$ cat src/rtl/ivec_pkg.sv
package ivec_pkg;
  localparam int unsigned IVEC_MAX_I  = 57;
  localparam logic [7:0]  OFS_SPUR    = 8'h80;
  localparam logic [7:0]  OFS_I0      = 8'h82;
  localparam logic [7:0]  OFS_X       = 8'hF4;
  localparam logic [7:0]  OFS_SWI     = 8'hF6;
  localparam logic [7:0]  OFS_TRAP    = 8'hF8;
  localparam logic [7:0]  PAGE_RESET  = 8'hFF;
  localparam logic [7:0]  PAGE_FREEZE = 8'hFF;

  typedef enum logic [2:0] {
    CLS_NONE,
    CLS_IREQ,
    CLS_XREQ,
    CLS_SWI,
    CLS_TRAP
  } ivec_cls_e;
endpackage

$ cat src/rtl/ivec_page_reg.sv
module ivec_page_reg
  import ivec_pkg::*;
#(
  parameter int unsigned PAGE_W = 8
) (
  input  logic              clk,
  input  logic              rst_n,
  input  logic              wr,
  input  logic [PAGE_W-1:0] wdata,
  input  logic              freeze,
  output logic [PAGE_W-1:0] page_eff
);
  logic [PAGE_W-1:0] page_q;

  always_ff @(posedge clk) begin
    if (!rst_n)  page_q <= PAGE_W'(PAGE_RESET);
    else if (wr) page_q <= wdata;
  end

  assign page_eff = freeze ? PAGE_W'(PAGE_FREEZE) : page_q;
endmodule

$ cat src/rtl/ivec_ipri.sv
module ivec_ipri #(
  parameter int unsigned N_IREQ = 57,
  localparam int unsigned IW    = (N_IREQ > 1) ? $clog2(N_IREQ) : 1
) (
  input  logic [N_IREQ-1:0] req,
  output logic              hit,
  output logic [IW-1:0]     idx
);
  logic [N_IREQ-1:0] above;
  logic [N_IREQ-1:0] sel;

  genvar g;
  generate
    for (g = 0; g < N_IREQ; g++) begin : g_bit
      if (g == N_IREQ - 1) begin : g_top
        assign above[g] = 1'b0;
      end else begin : g_low
        assign above[g] = req[g+1] | above[g+1];
      end
      assign sel[g] = req[g] & ~above[g];
    end
  endgenerate

  always_comb begin
    idx = '0;
    for (int k = 0; k < N_IREQ; k++) begin
      if (sel[k]) idx = idx | IW'(k);
    end
  end

  assign hit = |req;
endmodule

$ cat src/rtl/ivec_resolve.sv
module ivec_resolve
  import ivec_pkg::*;
#(
  parameter int unsigned N_IREQ = 57,
  localparam int unsigned IW    = (N_IREQ > 1) ? $clog2(N_IREQ) : 1,
  localparam int unsigned PADW  = 7 - IW
) (
  input  logic          i_hit,
  input  logic [IW-1:0] i_idx,
  input  logic          xreq,
  input  logic          xmask,
  input  logic          swi,
  input  logic          trap,
  input  logic          imask,
  output ivec_cls_e     cls,
  output logic [7:0]    ofs,
  output logic          pend
);
  logic [7:0] i_ofs;

  assign i_ofs = OFS_I0 + {{PADW{1'b0}}, i_idx, 1'b0};

  always_comb begin
    if (trap)                cls = CLS_TRAP;
    else if (swi)            cls = CLS_SWI;
    else if (xreq && !xmask) cls = CLS_XREQ;
    else if (i_hit && !imask) cls = CLS_IREQ;
    else                     cls = CLS_NONE;
  end

  always_comb begin
    unique case (cls)
      CLS_TRAP: ofs = OFS_TRAP;
      CLS_SWI:  ofs = OFS_SWI;
      CLS_XREQ: ofs = OFS_X;
      CLS_IREQ: ofs = i_ofs;
      default:  ofs = OFS_SPUR;
    endcase
  end

  assign pend = (cls != CLS_NONE);
endmodule

$ cat src/rtl/ivec_ctrl.sv
module ivec_ctrl
  import ivec_pkg::*;
#(
  parameter int unsigned N_IREQ = 57,
  localparam int unsigned IW    = (N_IREQ > 1) ? $clog2(N_IREQ) : 1
) (
  input  logic              clk,
  input  logic              rst_n,
  input  logic              rb_wr,
  input  logic [7:0]        rb_wdata,
  input  logic [N_IREQ-1:0] ireq,
  input  logic              xreq,
  input  logic              swi_req,
  input  logic              trap_req,
  input  logic              cpu_imask,
  input  logic              cpu_xmask,
  input  logic              stop_mode,
  input  logic              freeze_mode,
  input  logic              vec_req,
  output logic              irq_pend,
  output logic [15:0]       vec_addr,
  output logic              wake
);
  logic [7:0]    page_eff;
  logic          i_hit;
  logic [IW-1:0] i_idx;
  ivec_cls_e     cls;
  logic [7:0]    ofs;
  logic          pend;

  ivec_page_reg #(.PAGE_W(8)) u_page (
    .clk      (clk),
    .rst_n    (rst_n),
    .wr       (rb_wr),
    .wdata    (rb_wdata),
    .freeze   (freeze_mode),
    .page_eff (page_eff)
  );

  ivec_ipri #(.N_IREQ(N_IREQ)) u_ipri (
    .req (ireq),
    .hit (i_hit),
    .idx (i_idx)
  );

  ivec_resolve #(.N_IREQ(N_IREQ)) u_res (
    .i_hit (i_hit),
    .i_idx (i_idx),
    .xreq  (xreq),
    .xmask (cpu_xmask),
    .swi   (swi_req),
    .trap  (trap_req),
    .imask (cpu_imask),
    .cls   (cls),
    .ofs   (ofs),
    .pend  (pend)
  );

  // capture on the fetch strobe; held until the next strobe
  always_ff @(posedge clk) begin
    if (!rst_n)       vec_addr <= {PAGE_RESET, OFS_SPUR};
    else if (vec_req) vec_addr <= {page_eff, ofs};
  end

  assign irq_pend = pend;
  // no register on this path: valid with the clock stopped
  assign wake     = stop_mode & pend;
endmodule

$ cat config.mk
export PLATFORM = sky130hd
export DESIGN_NAME = ivec_ctrl
export DESIGN_NICKNAME = d
export VERILOG_FILES = /design/src/rtl/ivec_pkg.sv /design/src/rtl/ivec_page_reg.sv /design/src/rtl/ivec_ipri.sv /design/src/rtl/ivec_resolve.sv /design/src/rtl/ivec_ctrl.sv
export SDC_FILE = /design/constraint.sdc
export NUM_CORES = 1
export LEC_CHECK = 0
export CORE_ASPECT_RATIO = 0.75
export CORE_MARGIN = 3
export CORE_UTILIZATION = 45
export CTS_CLUSTER_SIZE = 25
export DETAILED_ROUTE_END_ITERATION = 16
export DONT_BUFFER_PORTS = 1
export PLACE_DENSITY_LB_ADDON = 0.15
export SLEW_MARGIN = 20
export SYNTH_ARGS = -nofsm -noshare
export SYNTH_HDL_FRONTEND = slang
export SYNTH_HIERARCHICAL = 1
export SYNTH_SLANG_ARGS = --single-unit
export TNS_END_PERCENT = 1
$ cat constraint.sdc
create_clock -name clk -period 9.55 [get_ports clk]
set_clock_uncertainty 0.2 [all_clocks]
set_input_delay 2.865 -clock clk [delete_from_list [all_inputs] [get_ports clk]]
set_output_delay 2.865 -clock clk [all_outputs]
set_load 0.02 [all_outputs]
# After elaboration in Yosys (flattened, before gate mapping)
# Cells that the tools add are included.
totals:
  inputBits: 76
  out_inout_bits: 18
  ff_bits: 24
op_classes:
  reduce_logical: 6
  mux: 72
  eq_ne: 6
  bitwise: 165
  n_addsub: 1
ops:
  columns: ["cell", "count"]
  rows:
  - ["$mux 6", 25]
  - ["$mux 5", 16]
  - ["$reduce_or 57->1", 1]
  - ["$and 1x1->1", 56]
  - ["$not 1->1", 55]
  - ["$or 1x1->1", 54]
  - ["$mux 3", 13]
  - ["$mux 16", 2]
  - ["$mux 4", 8]
  - ["$pmux 8 s4", 1]
  - ["$mux 8", 3]
  - ["$add 8x7->8 const A", 1]
  - ["$eq 3x2->1 const B", 2]
  - ["$mux 2", 2]
  - ["$ne 2x1->1 const B", 2]
  - ["$eq 3x1->1 const B", 1]
  - ["$eq 3x3->1 const B", 1]
  - ["$reduce_bool 3->1", 1]
  - ["$logic_and 1x1->1", 2]
  - ["$logic_not 1->1", 2]
  - ["$mux 1", 2]

# Longest topological paths before layout
# Gate-level depths: netlist of the first run.
depth:
  depth_word: 116
  ltp_mapped: 12
  mapped_depth_nobuf: 12

# Hierarchy
# The synthesis of the first run kept the hierarchy.
modules_own_cells:
  columns: ["mod", "cells_each", "area_per_inst_um2", "seq_area_each_um2", "instances"]
  rows:
  - ["ivec_ipri", 106, 625.6, 0.0, 1]
  - ["ivec_ctrl", 52, 600.6, 320.3, 1]
  - ["ivec_page_reg", 34, 335.3, 160.2, 1]
  - ["ivec_resolve", 34, 205.2, 0.0, 1]

# Worst setup path before layout of the first run
# No wires, ideal clock.
synth_path:
  path_type: "input to output"
  startpoint: "input port ireq[55]"
  endpoint: "output port wake"
  setup_slack_ns: 1.696
  t_arrival_ns: 4.789
  stages: 8
  n_path_buf: 0
  cell_sequence: "or4_4 nor3_4 and2_1 nand3_2 nand4b_1 nand2b_1 nand2_1 and2_1"
synth_between:
  elab_chain_len: 14
synth_lines:
  columns: ["element", "line_no", "rtl"]
  rows:
  - ["start, declared", "ivec_ctrl.sv:11", "input logic [N_IREQ-1:0] ireq,"]
  - ["$reduce_or 57->1", "ivec_ipri.sv:31", "assign hit = |req;"]
  - ["via i_hit", "ivec_ctrl.sv:25", "logic i_hit;"]
  - ["$logic_and 1x1->1", "ivec_resolve.sv:27", "else if (i_hit && !imask) cls = CLS_IREQ;"]
  - ["$mux 1", "ivec_resolve.sv:27", null]
  - ["$mux 3", "ivec_resolve.sv:26", "else if (xreq && !xmask) cls = CLS_XREQ;"]
  - ["$mux 3", "ivec_resolve.sv:25", "else if (swi) cls = CLS_SWI;"]
  - ["$mux 3", "ivec_resolve.sv:24", "if (trap) cls = CLS_TRAP;"]
  - ["$mux 3", "ivec_resolve.sv:26", null]
  - ["$mux 3", "ivec_resolve.sv:25", null]
  - ["$mux 3", "ivec_resolve.sv:24", null]
  - ["$mux 3", "ivec_resolve.sv:25", null]
  - ["$mux 3 (2 in a row)", "ivec_resolve.sv:24", null]
  - ["$reduce_bool 3->1", "ivec_resolve.sv:41", "assign pend = (cls != CLS_NONE);"]
  - ["via irq_pend", "ivec_ctrl.sv:20", "output logic irq_pend,"]
  - ["$and 1x1->1", "ivec_ctrl.sv:67", "assign wake = stop_mode & pend;"]
  - ["end, declared", "ivec_ctrl.sv:22", "output logic wake"]
# The timed path passes the listed nets, and every way through them passes these cells. The select of a mux whose other input is x is not followed.

# Worst setup path after layout of the first run
# Ends and elaborated chain as after synthesis.

==> impl_metrics.json, run 1 <==
{
  "die_area_um2": 4670,
  "cp.required_ns": 6.49,
  "clock-sinks": 24,
  "worst_path_max_delay_cell": "or4_4",
  "max_slew_margin_pct": 66.3,
  "syn-num-nets": 298,
  "ant_nets": 0,
  "vdd_drop_max_uv": 84.3,
  "insertion_delay_ns": 0.25,
  "p_leak_nw": 0.690,
  "grt_max_degree": 25,
  "cts_tree": "yes",
  "hold_path_class": "register to register",
  "placed_area_um2": 1750,
  "drive_gt1_share_pct": 10.1,
  "setup_violations": 0,
  "yosys_warnings": 6,
  "path_common_cell": "and2_1",
  "rsz0062_at_grt": "no",
  "portBuffers": 0,
  "hold_buffers": 0,
  "std_cell_rows": 18,
  "ios": 94,
  "track_usage_pct": 18.7,
  "die_w_um": 77.9,
  "die_h_um": 59.9,
  "wirelength_um": 4500,
  "multi_input_area_um2": 1160,
  "nets": 297,
  "holdPathStages": 2,
  "slew_viol_final": 0,
  "maxCapViolCount": 0,
  "reg2reg_depth": 3,
  "avgSynthCellArea_um2": 7.89,
  "min_to": "u_page/page_q[7]$_SDFFE_PN1P_",
  "root_buffer": "clkbuf_8",
  "vias": 1581,
  "period_share_pct": 85.5,
  "syn2layout_area_growth_pct": 2.58,
  "outcome": "complete, no violations",
  "max_freq_mhz": 122,
  "drtPass1Iterations": 4,
  "crit_arrival_ns": 5.10,
  "finalHoldViolCount": 0,
  "fin_crit_ns": 8.16,
  "drc": 0,
  "coreArea_um2": 3490,
  "cpPeakStageDelay_ns": 0.54,
  "tightest_slew_ns": 0.501,
  "power_density_nw_per_um2": 110,
  "setup_tns_ns": 0,
  "design_area_um2": 1790,
  "vias_per_cell": 5.90,
  "hpwl_um": 3760,
  "place_congestion": 0.847,
  "postCtsSetupRepairBufs": 0,
  "clk_path_buf_depth": 2,
  "rr_startpoint": "u_page/page_q[0]$_SDFFE_PN1P_",
  "start_util_pct": 50.0,
  "worstReg2RegEnd": "vec_addr[8]$_SDFFE_PN1P_",
  "path_cells": "or4_4 -> nor3_4 -> and2_1 -> nand3_2 -> nand4b_1 -> nand2b_1 -> nand2_1 -> and2_1",
  "htree_levels": 1,
  "worstSetupPathType": "input pin to primary output",
  "grt_antenna_before_repair": 0,
  "drtIter0Drc": 83,
  "register_area_um2": 480,
  "worst_setup_path_start_kind": "input pin",
  "grt.overflow.total": 0,
  "antenna_cells": 0,
  "rrSetupSlack_ns": 8.44,
  "grt_pass1_wl_um": 6990,
  "wl_per_cell_um": 16.8,
  "hold_start": "u_page/page_q[7]$_SDFFE_PN1P_",
  "cts_resized": 0,
  "cp_max_fo": 8,
  "syn_area_um2": 1740,
  "cts.clk_slew.worst_paths_ns": 0.07,
  "netlist_instances": 221,
  "end_kind": "primary output",
  "final.fill_count": 343,
  "numCtsBuffers": 3,
  "first_global_vias": 1552
}
-- through the flow --
stage | setup WS (ns) | std cells | hold slack, ns | util, % | power, mW
3_5_place_dp | 1.40 | 265 | 0.252 | 50.1 | 0.142
4_1_cts | 1.38 | 268 | 0.271 | 51.3 | 0.199
3_3_place_gp | 1.54 | 265 | 0.245 | 50.1 | 0.141
6_report | 1.39 | 268 | 0.265 | 51.3 | 0.197
2_1_floorplan | 1.72 | 221 | 0.233 | - | 0.142
5_1_grt | 1.25 | 268 | 0.299 | 51.3 | 0.207
-- flip-flops by register name, summed over array words and instances, names as in the netlist --
name / flops
u_page/page_q: 8
vec_addr: 16
-- worst max-delay path by stage --
stage	to	start	slack (ns)	depth (start not counted)
2_1_floorplan	wake	ireq[55]	1.72	8
3_3_place_gp	wake	ireq[55]	1.54	8
3_5_place_dp	wake	ireq[55]	1.40	8
4_1_cts	wake	ireq[55]	1.38	8
5_1_grt	wake	ireq[55]	1.25	8
6_report	wake	ireq[55]	1.39	8
-- power breakdown --
group	switching [mW]	total [mW]	internal [mW]
sequential	0.00628	0.111	0.105
clock	0.0284	0.0565	0.0281
combinational	0.0138	0.0292	0.0154
total	0.0485	0.197	0.148
-- layout by cell type (no fill, tap or decap), types with 2 or more instances in the layout --
master and count:
a21oi_1 10, or4_1 2, o31ai_1 4, inv_1 12, o21ai_1 6, o22ai_1 2, o21ai_0 5, nand2b_1 2
or4_4 3, clkbuf_8 3, nor2_1 24, nor3_1 4, mux2i_1 24, nor2b_1 12, and2_1 3, nand3_1 4
nand3_2 2, or2_2 8, and3_1 2, o211ai_1 3, dfxtp_1 24, xor2_1 4, nand2_1 25, nor3_4 2
nor4_1 10, a221oi_1 2
-- metal layers --
layer | share of wire [%] | GRT usage [%]
met4 | 0.089 | 1.75
met3 | 12 | 8.89
met5 | 0 | 0
met2 | 45 | 29.9
met1 | 43 | 24.0
-- cell type report --
type                       instances  share of cell area [%]
multi-input combinational        179                    64.8
sequential                        24                    26.9
tap                               50                    3.50
inverter                          12                    2.52
clock buffer                       3                    2.31
-- critical path, delay by kind of cell --
kind	cells	cell delay (ns)
AND/OR/NAND/NOR	8	2.24
No activity file was read; power rests on OpenSTA's default activity.
==> run 2: changes to the inputs <==
CORE_UTILIZATION = 35   (was 45)
==> impl_metrics.json, run 2 (synthesis gave the netlist of run 1 again) <==
{
  "regMostFlops": "vec_addr",
  "hpwl_um": 3510,
  "worst_path_max_delay_cell": "or4_4",
  "wl_per_cell_um": 15.4,
  "numCtsBuffers": 3,
  "largest_reg_flops": 16,
  "cp.depth": 8,
  "std_cell_rows": 21,
  "maxCapViolCount": 0,
  "power_density_nw_per_um2": 114,
  "tightest_slew_ns": 0.575,
  "portBuffers": 0,
  "vias": 1513,
  "cts_resized": 0,
  "crit_buf_inv": 0,
  "nets": 297,
  "setup_violations": 0,
  "period_share_pct": 84.7,
  "track_usage_pct": 14.2,
  "layout.cells.most_common_list": "nand2_1, mux2i_1, nor2_1, dfxtp_1",
  "ant_nets": 0,
  "max_freq_mhz": 124,
  "path_delay_family": "simple AND/OR/NAND/NOR gates",
  "ios": 94,
  "grt_antenna_before_repair": 0,
  "dp.cells": 272,
  "max_slew_margin_pct": 61.3,
  "wl_met2_um": 1560,
  "end_kind": "primary output",
  "met1Wirelength_um": 2180,
  "path_cells": "or4_4 -> nor3_4 -> and2_1 -> nand3_2 -> nand4b_1 -> nand2b_1 -> nand2_1 -> and2_1",
  "worst_setup_path_start_kind": "input pin",
  "first_global_vias": 1419,
  "coreArea_um2": 4620,
  "root_buffer": "clkbuf_8",
  "drive_gt1_share_pct": 10.5,
  "grt_max_degree": 25,
  "cpPeakStageDelay_ns": 0.55,
  "wirelength_um": 4240,
  "die_w_um": 87.5,
  "place_congestion": 0.710,
  "grt_pass1_wl_um": 6580,
  "die_h_um": 67.1,
  "cp_max_fo": 8,
  "insertion_delay_ns": 0.26,
  "crit_arrival_ns": 5.02,
  "slew_viol_final": 0,
  "final.fill_count": 505,
  "postCtsSetupRepairBufs": 0,
  "wl_met3_um": 485,
  "vdd_drop_max_uv": 71.6,
  "antenna_cells": 0,
  "layout_commonest_cell": "nand2_1",
  "reg2reg_depth": 3,
  "start_util_pct": 37.7,
  "worstSetupPathType": "input pin to primary output",
  "die_area_um2": 5880,
  "p_leak_nw": 0.698,
  "syn2layout_area_growth_pct": 3.87,
  "finalNonFillerCells": 276,
  "hold_buffers": 0,
  "top_regs": "vec_addr x16, u_page/page_q x8",
  "drtPass1Iterations": 4,
  "finalHoldViolCount": 0,
  "cts.clk_slew.worst_paths_ns": 0.08,
  "holdPathStages": 2,
  "htree_levels": 1,
  "vias_per_cell": 5.48,
  "drtIter0Drc": 29,
  "clk_path_buf_depth": 2,
  "grt.overflow.total": 0,
  "drc": 0,
  "clock-sinks": 24,
  "path_common_cell": "and2_1",
  "outcome": "complete, no violations",
  "cts_tree": "yes",
  "top_layer_used": "met4",
  "fin_crit_ns": 8.09,
  "rsz0062_at_grt": "no",
  "setup_tns_ns": 0,
  "hold_path_class": "register to register",
  "cp.required_ns": 6.49
}
## run 2: final timing paths
kind                                                    start                       endpoint  slack, ns
worst max-delay path                                 ireq[55]                           wake       1.46
worst min-delay path            u_page/page_q[6]$_SDFFE_PN1P_  u_page/page_q[6]$_SDFFE_PN1P_       0.27
worst max register to register  u_page/page_q[3]$_SDFFE_PN1P_      vec_addr[11]$_SDFFE_PN1P_       8.46
worst min register to register  u_page/page_q[6]$_SDFFE_PN1P_  u_page/page_q[6]$_SDFFE_PN1P_       0.27
## run 2: layer usage
metal  track usage, %  vias to the layer above
li1                 -                      791
met1             21.7                      660
met2             19.4                       60
met3             5.24                        2
met4             1.15                        0
met5                0                        -
## run 2: power by group
part / switching, mW / leakage, nW / internal, mW / total [mW]
clock: 0.0301 / 0.0288 / 0.0367 / 0.0668
combinational: 0.0132 / 0.471 / 0.0154 / 0.0286
sequential: 0.00625 / 0.198 / 0.105 / 0.111
total: 0.0495 / 0.698 / 0.157 / 0.206
## run 2: metrics by stage
stage               total power [mW]  area, um2  util [%]  setup WS [ns]  hold slack [ns]
floorplan                      0.142       1740         -           1.72            0.233
detailed placement             0.142       1760      38.0           1.44            0.253
global placement               0.142       1760      38.0           1.51            0.249
CTS                            0.211       1810      39.2           1.42            0.275
global route                   0.219       1810      39.2           1.24            0.302
finish                         0.206       1810      39.2           1.46            0.269
## run 2: worst reg2reg max path, stage by stage (launching register included)
cell and delay [ns]:
dfxtp_1 0.31, or2_2 0.28, mux2i_1 0.14, nand2_1 0.06
## run 2: area by class of cell
cell class	count	area [um2]	area share, %
flip-flops and latches	24	480	26.5
inverters	12	45.0	2.49
clock buffers	4	55.1	3.04
multi-input cells	179	1160	64.0
well taps	57	71.3	3.94
==> run 3: changes to the inputs <==
ABC_AREA = 1   (was default)
clock period = 7.99 ns   (was 9.55 ns; I/O delays follow)
==> impl_metrics.json, run 3 <==
{
  "outcome": "complete, no violations",
  "syn-num-nets": 430,
  "top_regs": "vec_addr x16, u_page/page_q x8",
  "combinationalPowerShare_pct": 19.8,
  "postCtsSetupRepairBufs": 0,
  "grt.overflow.total": 0,
  "layout_commonest_cell": "nand2_1",
  "cpPeakStageDelay_ns": 0.18,
  "fin_crit_ns": 6.37,
  "multi_input_area_um2": 1400,
  "grt_max_degree": 25,
  "reg2reg_depth": 3,
  "cts.clk_slew.worst_paths_ns": 0.08,
  "track_usage_pct": 13.1,
  "place_congestion": 0.782,
  "vias_per_cell": 4.63,
  "wirelength_um": 4810,
  "clock-sinks": 24,
  "vdd_drop_max_uv": 46.9,
  "first_global_vias": 1684,
  "worstSetupPathType": "input pin to primary output",
  "cts_tree": "yes",
  "min_to": "u_page/page_q[6]$_SDFFE_PN1P_",
  "cp_max_fo": 9,
  "p_leak_nw": 1.16,
  "rsz0062_at_grt": "no",
  "die_area_um2": 7120,
  "drive_gt1_share_pct": 15.2,
  "clock_power_share_pct": 26.6,
  "cts_resized": 0,
  "vias": 1974,
  "holdWs_ns": 0.267,
  "tightest_slew_ns": 0.810,
  "drtIter0Drc": 81,
  "ant_nets": 0,
  "hpwl_um": 4080,
  "final.fill_count": 689,
  "worstReg2RegEnd": "vec_addr[10]$_SDFFE_PN1P_",
  "holdPathStages": 2,
  "path_cells": "nor2_2 -> nand3_1 -> nor2_1 -> nand2_2 -> nor2_8 -> nand4_1 -> nand4_1 -> nand2_1 -> nand2_1 -> inv_1",
  "power_switching_mw": 0.0790,
  "worst_path_max_delay_cell": "nand2_1",
  "slew_viol_final": 0,
  "rr_startpoint": "u_page/page_q[2]$_SDFFE_PN1P_",
  "numCtsBuffers": 3,
  "hold_buffers": 0,
  "portBuffers": 0,
  "rrSetupSlack_ns": 6.98,
  "end_kind": "primary output",
  "hold_path_class": "register to register",
  "grt_pass1_wl_um": 7400,
  "layout.cells.most_common_list": "nand2_1, nor2_1, inv_1, nand3_1, dfxtp_1",
  "wl_per_cell_um": 11.3,
  "clk_path_buf_depth": 2,
  "yosys_warnings": 6,
  "finalHoldViolCount": 0,
  "coreArea_um2": 5890,
  "largest_reg_flops": 16,
  "htree_levels": 1,
  "insertion_delay_ns": 0.26,
  "period_share_pct": 79.7,
  "start_util_pct": 36.5,
  "drc": 0,
  "max_freq_mhz": 157,
  "seq_power_share_pct": 53.7,
  "netlist_instances": 353,
  "p_sw_share_pct": 30.3,
  "root_buffer": "clkbuf_8",
  "std_cell_rows": 24,
  "nets": 427,
  "syn2layout_area_growth_pct": 3.20,
  "avgSynthCellArea_um2": 6.09,
  "ios": 94,
  "worst_setup_path_start_kind": "input pin",
  "cp.required_ns": 5.39,
  "register_area_um2": 480,
  "hold_start": "u_page/page_q[6]$_SDFFE_PN1P_",
  "setup_violations": 0,
  "drtPass1Iterations": 4,
  "power_density_nw_per_um2": 118,
  "regMostFlops": "vec_addr",
  "die_w_um": 96.5,
  "setup_tns_ns": 0,
  "grt_antenna_before_repair": 0,
  "maxCapViolCount": 0,
  "die_h_um": 73.9,
  "max_slew_margin_pct": 45.3,
  "syn_area_um2": 2150,
  "crit_arrival_ns": 3.77,
  "antenna_cells": 0,
  "p_int_mw": 0.182
}
run 3: worst max path at each step:
stage	startpoint	to	slack [ns]	cells after the start
3_3_place_gp	ireq[37]	wake	1.65	10
3_5_place_dp	ireq[41]	wake	1.61	10
5_1_grt	ireq[41]	wake	1.40	10
2_1_floorplan	ireq[37]	wake	1.81	10
6_report	ireq[41]	wake	1.62	10
4_1_cts	ireq[41]	wake	1.61	10
run 3: power by group through the flow:
stage | Sequential (mW) | Combinational [mW] | Clock [mW]
after detailed placement | 0.143 | 0.0521 | 0
after global routing | 0.141 | 0.0601 | 0.0765
after global placement | 0.143 | 0.0516 | 0
after floorplan | 0.141 | 0.0516 | 0
final | 0.140 | 0.0516 | 0.0693
after CTS | 0.140 | 0.0523 | 0.0723
run 3: per-stage QoR:
stage	total power [mW]	setup WS, ns	util, %	instance area, um2	cells
3_3_place_gp	0.195	1.65	37.0	2180	423
2_1_floorplan	0.192	1.81	-	2150	353
4_1_cts	0.265	1.61	37.7	2220	426
5_1_grt	0.278	1.40	37.7	2220	426
6_report	0.261	1.62	37.7	2220	426
3_5_place_dp	0.195	1.61	37.0	2180	423
run 3: cell type report:
| class | count | area share (%) |
|---|---|---|
| tap | 78 | 4.40 |
| sequential | 24 | 21.7 |
| inverter | 50 | 8.92 |
| multi-input combinational | 271 | 63.1 |
| clock buffer | 3 | 1.86 |
run 3: critical path, delay by kind of cell:
family	cells	cell delay, ns
and+or+nand+nor	9	1.28
buffers and inverters	1	0.10
run 3: routing by layer:
layer	vias up	share of wire (%)	track usage (%)
met2	57	40	18.3
met5	-	0	0
met4	0	0.44	2.33
met1	832	50	19.4
li1	1083	-	-
met3	2	9.4	4.50
